--- src/rtl/vram_ilv_pkg.sv ---
package vram_ilv_pkg;
  typedef enum logic [1:0] {
    ST_IDLE,
    ST_XFER,
    ST_INV,
    ST_DONE
  } xfer_state_e;
endpackage

--- src/rtl/vram_ilv_clip.sv ---
// Masks the request address to the space and shortens the length at its end.
module vram_ilv_clip #(
  parameter int ADDR_W     = 23,
  parameter int REQ_ADDR_W = 32,
  parameter int LEN_W      = 24
) (
  input  logic [REQ_ADDR_W-1:0] req_addr,
  input  logic [LEN_W-1:0]      req_len,
  output logic [ADDR_W-1:0]     start,
  output logic [LEN_W-1:0]      len_clip
);
  localparam logic [LEN_W-1:0] SPACE = LEN_W'(1) << ADDR_W;

  logic [LEN_W-1:0] avail;
  logic             unused_hi_bits;

  assign start          = req_addr[ADDR_W-1:0];
  assign unused_hi_bits = ^req_addr[REQ_ADDR_W-1:ADDR_W];
  assign avail          = SPACE - LEN_W'(start);
  assign len_clip       = (req_len > avail) ? avail : req_len;
endmodule

--- src/rtl/vram_ilv_beat.sv ---
// Works out the geometry of the current beat from the byte pointer and the remaining count.
module vram_ilv_beat #(
  parameter int ADDR_W = 23,
  parameter int LEN_W  = 24,
  parameter int NB     = 4,
  localparam int OFF_W  = $clog2(NB),
  localparam int CNT_W  = $clog2(NB + 1),
  localparam int WIDX_W = ADDR_W - OFF_W - 1
) (
  input  logic [ADDR_W-1:0] cur_addr,
  input  logic [LEN_W-1:0]  rem,
  output logic [OFF_W-1:0]  off,
  output logic [CNT_W-1:0]  nbytes,
  output logic [NB-1:0]     lanes,
  output logic              bank_sel,
  output logic [WIDX_W-1:0] widx
);
  logic [CNT_W-1:0] room;

  assign off      = cur_addr[OFF_W-1:0];
  assign bank_sel = cur_addr[OFF_W];
  assign widx     = cur_addr[ADDR_W-1:OFF_W+1];
  assign room     = CNT_W'(NB) - CNT_W'(off);
  assign nbytes   = (rem < LEN_W'(room)) ? CNT_W'(rem) : room;

  always_comb begin
    for (int i = 0; i < NB; i++) begin
      lanes[i] = (CNT_W'(i) >= CNT_W'(off)) && (CNT_W'(i) < CNT_W'(off) + nbytes);
    end
  end
endmodule

--- src/rtl/vram_ilv_lanes.sv ---
// Moves stream bytes between lane 0 and the bank byte lanes.
module vram_ilv_lanes #(
  parameter int NB = 4,
  localparam int OFF_W = $clog2(NB),
  localparam int CNT_W = $clog2(NB + 1),
  localparam int DW    = NB * 8
) (
  input  logic [OFF_W-1:0] off,
  input  logic [CNT_W-1:0] nbytes,
  input  logic [DW-1:0]    wr_in,
  input  logic [DW-1:0]    rd_raw,
  output logic [DW-1:0]    wr_out,
  output logic [DW-1:0]    rd_out
);
  logic [DW-1:0] rd_shift;

  assign wr_out   = wr_in << {off, 3'b000};
  assign rd_shift = rd_raw >> {off, 3'b000};

  for (genvar i = 0; i < NB; i++) begin : g_lane
    assign rd_out[8*i +: 8] = (CNT_W'(i) < nbytes) ? rd_shift[8*i +: 8] : 8'h00;
  end
endmodule

--- src/rtl/vram_ilv_mapper.sv ---
module vram_ilv_mapper #(
  parameter int ADDR_W     = 23,
  parameter int REQ_ADDR_W = 32,
  parameter int LEN_W      = 24,
  parameter int PAGE_W     = 12,
  parameter int NB         = 4,
  localparam int DW     = NB * 8,
  localparam int OFF_W  = $clog2(NB),
  localparam int CNT_W  = $clog2(NB + 1),
  localparam int WIDX_W = ADDR_W - OFF_W - 1,
  localparam int PG_W   = ADDR_W - PAGE_W
) (
  input  logic                      clk,
  input  logic                      rst_n,
  input  logic                      req_valid,
  output logic                      req_ready,
  input  logic [REQ_ADDR_W-1:0]     req_addr,
  input  logic [LEN_W-1:0]          req_len,
  input  logic                      req_write,
  output logic                      busy,
  output logic                      done,
  output logic [CNT_W-1:0]          beat_bytes,
  input  logic                      wr_valid,
  output logic                      wr_ready,
  input  logic [DW-1:0]             wr_data,
  output logic                      rd_valid,
  input  logic                      rd_ready,
  output logic [DW-1:0]             rd_data,
  output logic [1:0]                bank_en,
  output logic                      bank_we,
  output logic [1:0][WIDX_W-1:0]    bank_addr,
  output logic [NB-1:0]             bank_be,
  output logic [DW-1:0]             bank_wdata,
  input  logic [1:0][DW-1:0]        bank_rdata,
  output logic                      inv_valid,
  output logic [PG_W-1:0]           inv_page
);
  import vram_ilv_pkg::*;

  xfer_state_e       st;
  logic [ADDR_W-1:0] cur_addr;
  logic [LEN_W-1:0]  rem;
  logic              is_wr;
  logic [PG_W-1:0]   pg_cur;
  logic [PG_W-1:0]   pg_last;

  logic [ADDR_W-1:0] start;
  logic [LEN_W-1:0]  len_clip;
  logic [ADDR_W-1:0] end_addr;
  logic [OFF_W-1:0]  off;
  logic [CNT_W-1:0]  nbytes;
  logic [NB-1:0]     lanes;
  logic              bank_sel;
  logic [WIDX_W-1:0] widx;
  logic              active, fire, access, accept, last_beat;

  vram_ilv_clip #(
    .ADDR_W(ADDR_W), .REQ_ADDR_W(REQ_ADDR_W), .LEN_W(LEN_W)
  ) u_clip (
    .req_addr(req_addr), .req_len(req_len), .start(start), .len_clip(len_clip)
  );

  vram_ilv_beat #(
    .ADDR_W(ADDR_W), .LEN_W(LEN_W), .NB(NB)
  ) u_beat (
    .cur_addr(cur_addr), .rem(rem), .off(off), .nbytes(nbytes),
    .lanes(lanes), .bank_sel(bank_sel), .widx(widx)
  );

  vram_ilv_lanes #(
    .NB(NB)
  ) u_lanes (
    .off(off), .nbytes(nbytes), .wr_in(wr_data), .rd_raw(bank_rdata[bank_sel]),
    .wr_out(bank_wdata), .rd_out(rd_data)
  );

  assign end_addr  = start + ADDR_W'(len_clip - LEN_W'(1));
  assign accept    = (st == ST_IDLE) && req_valid;
  assign active    = (st == ST_XFER);
  assign fire      = active && (is_wr ? wr_valid : rd_ready);
  assign access    = is_wr ? fire : active;
  assign last_beat = (rem == LEN_W'(nbytes));

  assign req_ready  = (st == ST_IDLE);
  assign busy       = (st != ST_IDLE);
  assign done       = (st == ST_DONE);
  assign beat_bytes = nbytes;
  assign wr_ready   = active && is_wr;
  assign rd_valid   = active && !is_wr;
  assign bank_we    = active && is_wr;
  assign bank_be    = lanes;
  assign inv_valid  = (st == ST_INV);
  assign inv_page   = pg_cur;

  for (genvar b = 0; b < 2; b++) begin : g_bank
    assign bank_en[b]   = access && (bank_sel == 1'(b));
    assign bank_addr[b] = widx;
  end

  always_ff @(posedge clk) begin
    if (!rst_n) begin
      st       <= ST_IDLE;
      cur_addr <= '0;
      rem      <= '0;
      is_wr    <= 1'b0;
      pg_cur   <= '0;
      pg_last  <= '0;
    end else begin
      unique case (st)
        ST_IDLE: if (accept) begin
          cur_addr <= start;
          rem      <= len_clip;
          is_wr    <= req_write;
          pg_cur   <= start[ADDR_W-1:PAGE_W];
          pg_last  <= end_addr[ADDR_W-1:PAGE_W];
          st       <= (len_clip == '0) ? ST_DONE : ST_XFER;
        end
        ST_XFER: if (fire) begin
          cur_addr <= cur_addr + ADDR_W'(nbytes);
          rem      <= rem - LEN_W'(nbytes);
          if (last_beat) st <= is_wr ? ST_INV : ST_DONE;
        end
        ST_INV: begin
          pg_cur <= pg_cur + PG_W'(1);
          if (pg_cur == pg_last) st <= ST_DONE;
        end
        default: st <= ST_IDLE;
      endcase
    end
  end
endmodule

--- config.mk ---
export PLATFORM = sky130hd
export DESIGN_NAME = vram_ilv_mapper
export DESIGN_NICKNAME = d
export VERILOG_FILES = /design/src/rtl/vram_ilv_pkg.sv /design/src/rtl/vram_ilv_clip.sv /design/src/rtl/vram_ilv_beat.sv /design/src/rtl/vram_ilv_lanes.sv /design/src/rtl/vram_ilv_mapper.sv
export SDC_FILE = /design/constraint.sdc
export NUM_CORES = 1
export LEC_CHECK = 0
export ABC_AREA = 1
export ABC_CLOCK_PERIOD_IN_PS = 4300
export BUFFER_PORTS_ARGS = -buffer_cell sky130_fd_sc_hd__buf_2
export CORE_MARGIN = 3
export CORE_UTILIZATION = 56
export CTS_BUF_LIST = sky130_fd_sc_hd__clkbuf_4 sky130_fd_sc_hd__clkbuf_8
export DETAILED_ROUTE_END_ITERATION = 12
export MAX_ROUTING_LAYER = met4
export PLACE_DENSITY_LB_ADDON = 0.08
export SLEW_MARGIN = 20
export SYNTH_ARGS = -nofsm -noshare
export SYNTH_HDL_FRONTEND = slang
export SYNTH_HIERARCHICAL = 1
export SYNTH_SLANG_ARGS = --single-unit
--- constraint.sdc ---
create_clock -name clk -period 4.3 [get_ports clk]
set_input_delay 0.215 -clock clk [delete_from_list [all_inputs] [get_ports clk]]
set_output_delay 0.215 -clock clk [all_outputs]
set_load 0.01 [all_outputs]
==> Flow_metrics.wiki <==
{| class="wikitable"
! Metric !! Value
|-
| Maximum frequency from static timing analysis || ~0.24 GHz
|-
| Wire length per cell || roughly 15 µm
|-
| Cell area after placement || 12700 µm²
|-
| Post-route clock period utilization || between 90% and 100%
|-
| Filler Cell Count || ~1900
|-
| TritonCTS Buffers || 9
|-
| Syn Nets || ~2200
|-
| CTS tree || done
|-
| Die span in x || between 100 and 150 µm
|-
| Net total in the final layout || 2488
|-
| H-tree Lvls || 3
|-
| Total net switching power || around 5.2 mW
|-
| First-pass detailed-route iteration total || 8
|-
| Highest-count cells in the layout ignoring fill and taps || sky130_fd_sc_hd__nand2_1, sky130_fd_sc_hd__buf_2, sky130_fd_sc_hd__inv_1, sky130_fd_sc_hd__nor2_1, sky130_fd_sc_hd__a21oi_1
|-
| Via count of the first global-routing pass || roughly 12000
|-
| Share of synthesized flip-flops with an asynchronous set or reset || 0%
|-
| DRT antenna net count || 0
|-
| Pin count of the biggest net entering global routing || between 60 and 70
|-
| Headroom to the max-slew limit || 35.4%
|-
| Number of primary I/O pins || between 200 and 300
|-
| Post-route DRC || 0
|-
| Critical path fanouts, max || 12
|-
| Ys flop type || sky130_fd_sc_hd__dfxtp_1
|-
| Area of the core region || ~19000 µm²
|-
| Sequential area share after synthesis || about an eighth
|-
| Power after layout || between 8 and 9 mW
|-
| Cell count after synthesis || 1991
|-
| ANT cells || 0
|-
| Setup repair after global routing missed its margin || true
|-
| Total detailed-routing wirelength || between 30 and 40 mm
|-
| Reg2reg path depth || 21
|-
| Count of vias placed by the detailed router || between 10000 and 15000
|-
| Combined area of all synthesized cells || around 11000 µm²
|-
| Average vias per placed instance || between 5 and 6
|-
| Cell Pwr Density || about 680 nW/µm²
|-
| Tightest Pin Transition || just under 1000 ps
|-
| Internal power component || 3.67 mW
|-
| Number of cell rows || 50
|-
| Setup crit start kind || input pin
|-
| Layout cells sized above 1 || 23.5%
|-
| Hold Violations, Final || 0
|-
| Mean Syn Cell Area || ~5.6 µm²
|-
| Initial antenna violation count || 0
|-
| Leading cell type in the layout, fill and taps excluded || sky130_fd_sc_hd__nand2_1
|-
| Fraction of power consumed by combinational cells || 78.6%
|-
| Clock share of power || around 6.5%
|-
| Number of placed cells counting well taps || roughly 2500
|-
| First-pass GRT wire length || 59.8 mm
|-
| CP endpoint kind || flop
|-
| Initial core utilization || slightly below 60%
|-
| Cell at the slowest stage of the critical path || sky130_fd_sc_hd__ha_1
|-
| Number of setup violations in the final report || 0
|-
| Classification of the worst setup path || in2reg
|-
| Quantity of hold-fixing buffers added after cts || 0
|-
| Starting DRC count in detailed routing || 1076
|-
| Worst min path class || in2reg
|-
| Total number of clock tree sinks || between 70 and 80
|-
| Weighted congestion reported at the end of routability-driven placement || between 1 and 1.5
|-
| Clk pin slew, worst setup/hold paths || 80 ps
|-
| Number of port buffers || about 280
|-
| Max stage delay on crit path || approximately 280 ps
|-
| GRT Util Overall || between 30% and 40%
|-
| Buffer cell driving the clock tree root || sky130_fd_sc_hd__clkbuf_8
|-
| DIE AREA || 21600 µm²
|-
| Clock insertion delay at the later pin of the skew report || 370 ps
|-
| Yosys warns || 6
|-
| Shortest period the worst path allows || a little over 4000 ps
|-
| Vertical die dimension || ~150 µm
|-
| Count of cell types in the netlist || 55
|-
| Flop pwr share || between 10% and 20%
|-
| Final count of pins violating max slew || 0
|-
| Data arrival at the endpoint of the critical path || between 4000 and 5000 ps
|-
| Min-Delay Path Depth || 3
|-
| Maximum buffer depth of the clock tree || 2
|-
| Max Cap Viol || 0
|-
| Switching share of power || approximately 59%
|-
| DP HPWL || between 30 and 40 mm
|-
| Final Non-Filler Cells || between 2000 and 3000
|-
| Critical path's most frequent cell || sky130_fd_sc_hd__nand2_1
|-
| Layout-stage area growth over the synthesis result || 17.6%
|-
| Count of flip-flops with a built-in enable after synthesis || 0
|-
| Worst Skew || ~13 ps
|-
| Final standard cell area without fillers || between 10000 and 15000 µm²
|-
| Required time at the endpoint of the critical path || about 4600 ps
|-
| Peak ir drop on the vdd network || between 0.3 and 0.4 mV
|-
| Flop and latch count out of synthesis || around 70
|-
| Remaining global-route overflow || 0
|-
| Outcome || complete, no violations
|-
| Lkg Pwr || between 7 and 8 nW
|}
per-layer routing:
layer,GRT usage (%),up-vias,wire [µm]
met4,9.88,0,986
met3,5.24,78,3300
met2,56.3,562,18200
li1,-,6710,-
met5,-,-,0
met1,44.4,6114,16300
critical path: cells and delay by family:
family | cells | cell delay [ps]
adder cells (fa/ha/maj) | 3 | 830
buffers and inverters | 6 | 540
AND/OR/NAND/NOR | 21 | 2580
XOR/XNOR | 1 | 170
flip-flops by register name (all words and copies together) (netlist names):
name / count
rem: 24
cur_addr: 23
inv_page: 11
pg_last: 11
st: 2
is_wr: 1
power groups by stage:
stage	Combinational [mW]	Clock, mW	Sequential, mW
final	6.96	0.571	1.32
after global routing	7.71	0.602	1.36
after CTS	6.83	0.571	1.31
after detailed placement	6.79	0	1.32
after global placement	6.69	0	1.31
after floorplan	5.04	0	1.22
cell type report:
cell class              count  area (µm²)  area share [%]
repair buffers            377        2160            16.5
clock inverters             5        57.6           0.440
multi-input cells        1500        7880            60.2
well taps                 260         325            2.49
flip-flops and latches     72        1440            11.0
clock buffers              10         138            1.05
inverters                 284        1070            8.20
cell families after synthesis:
kind of cell	count (synthesis)	share of synthesized area, %
flip-flops	72	13.0
buffers and inverters	420	17.9
AND/OR/NAND/NOR	1113	43.3
XOR/XNOR	33	2.60
adder cells (fa/ha/maj)	86	9.88
AO/OA/AOI/OAI	267	13.4
synth_stat cells, types with 22 or more instances:
cell / count / area [µm²]
sky130_fd_sc_hd__nand4_1: 28 / 175
sky130_fd_sc_hd__nand3_1: 114 / 571
sky130_fd_sc_hd__nand2_2: 51 / 319
sky130_fd_sc_hd__nor3_1: 24 / 120
sky130_fd_sc_hd__clkbuf_1: 25 / 93.8
sky130_fd_sc_hd__ha_1: 83 / 1040
sky130_fd_sc_hd__xor2_1: 25 / 219
sky130_fd_sc_hd__inv_1: 276 / 1040
sky130_fd_sc_hd__dfxtp_1: 72 / 1440
sky130_fd_sc_hd__a21oi_1: 125 / 626
sky130_fd_sc_hd__o21ai_0: 77 / 385
sky130_fd_sc_hd__buf_2: 22 / 110
sky130_fd_sc_hd__buf_4: 74 / 556
sky130_fd_sc_hd__nor2_1: 220 / 826
sky130_fd_sc_hd__nand2_1: 611 / 2290
through the flow:
| stage | TNS [ps] | util (%) | worst slack [ps] | hold slack [ps] |
|---|---|---|---|---|
| after global routing | -239 | 68.5 | -44.4 | 149 |
| after floorplan | 0 | - | 421 | 379 |
| final | 0 | 68.5 | 212 | 134 |
| after detailed placement | -728 | 66.5 | -150 | 499 |
| after global placement | -66.5 | 66.5 | -31.3 | 476 |
| after CTS | 0 | 67.5 | 222 | 122 |
what timing repair did:
action / 4_1_cts / 5_1_grt
setup endpoints to repair: 0 / 11
resized for setup: 0 / 35
buffers inserted: 0 / 0
worst paths after layout:
path,startpoint,endpoint,slack [ps]
max,req_addr[4],pg_last[7]$_SDFFE_PN0P_,210
min,req_write,is_wr$_SDFFE_PN0P_,130
max reg2reg,cur_addr[1]$_SDFFE_PN0P_,rem[16]$_SDFFE_PN0P_,400
min reg2reg,rem[21]$_SDFFE_PN0P_,rem[21]$_SDFFE_PN0P_,510
Note: power is estimated with default switching activity, not from simulation.
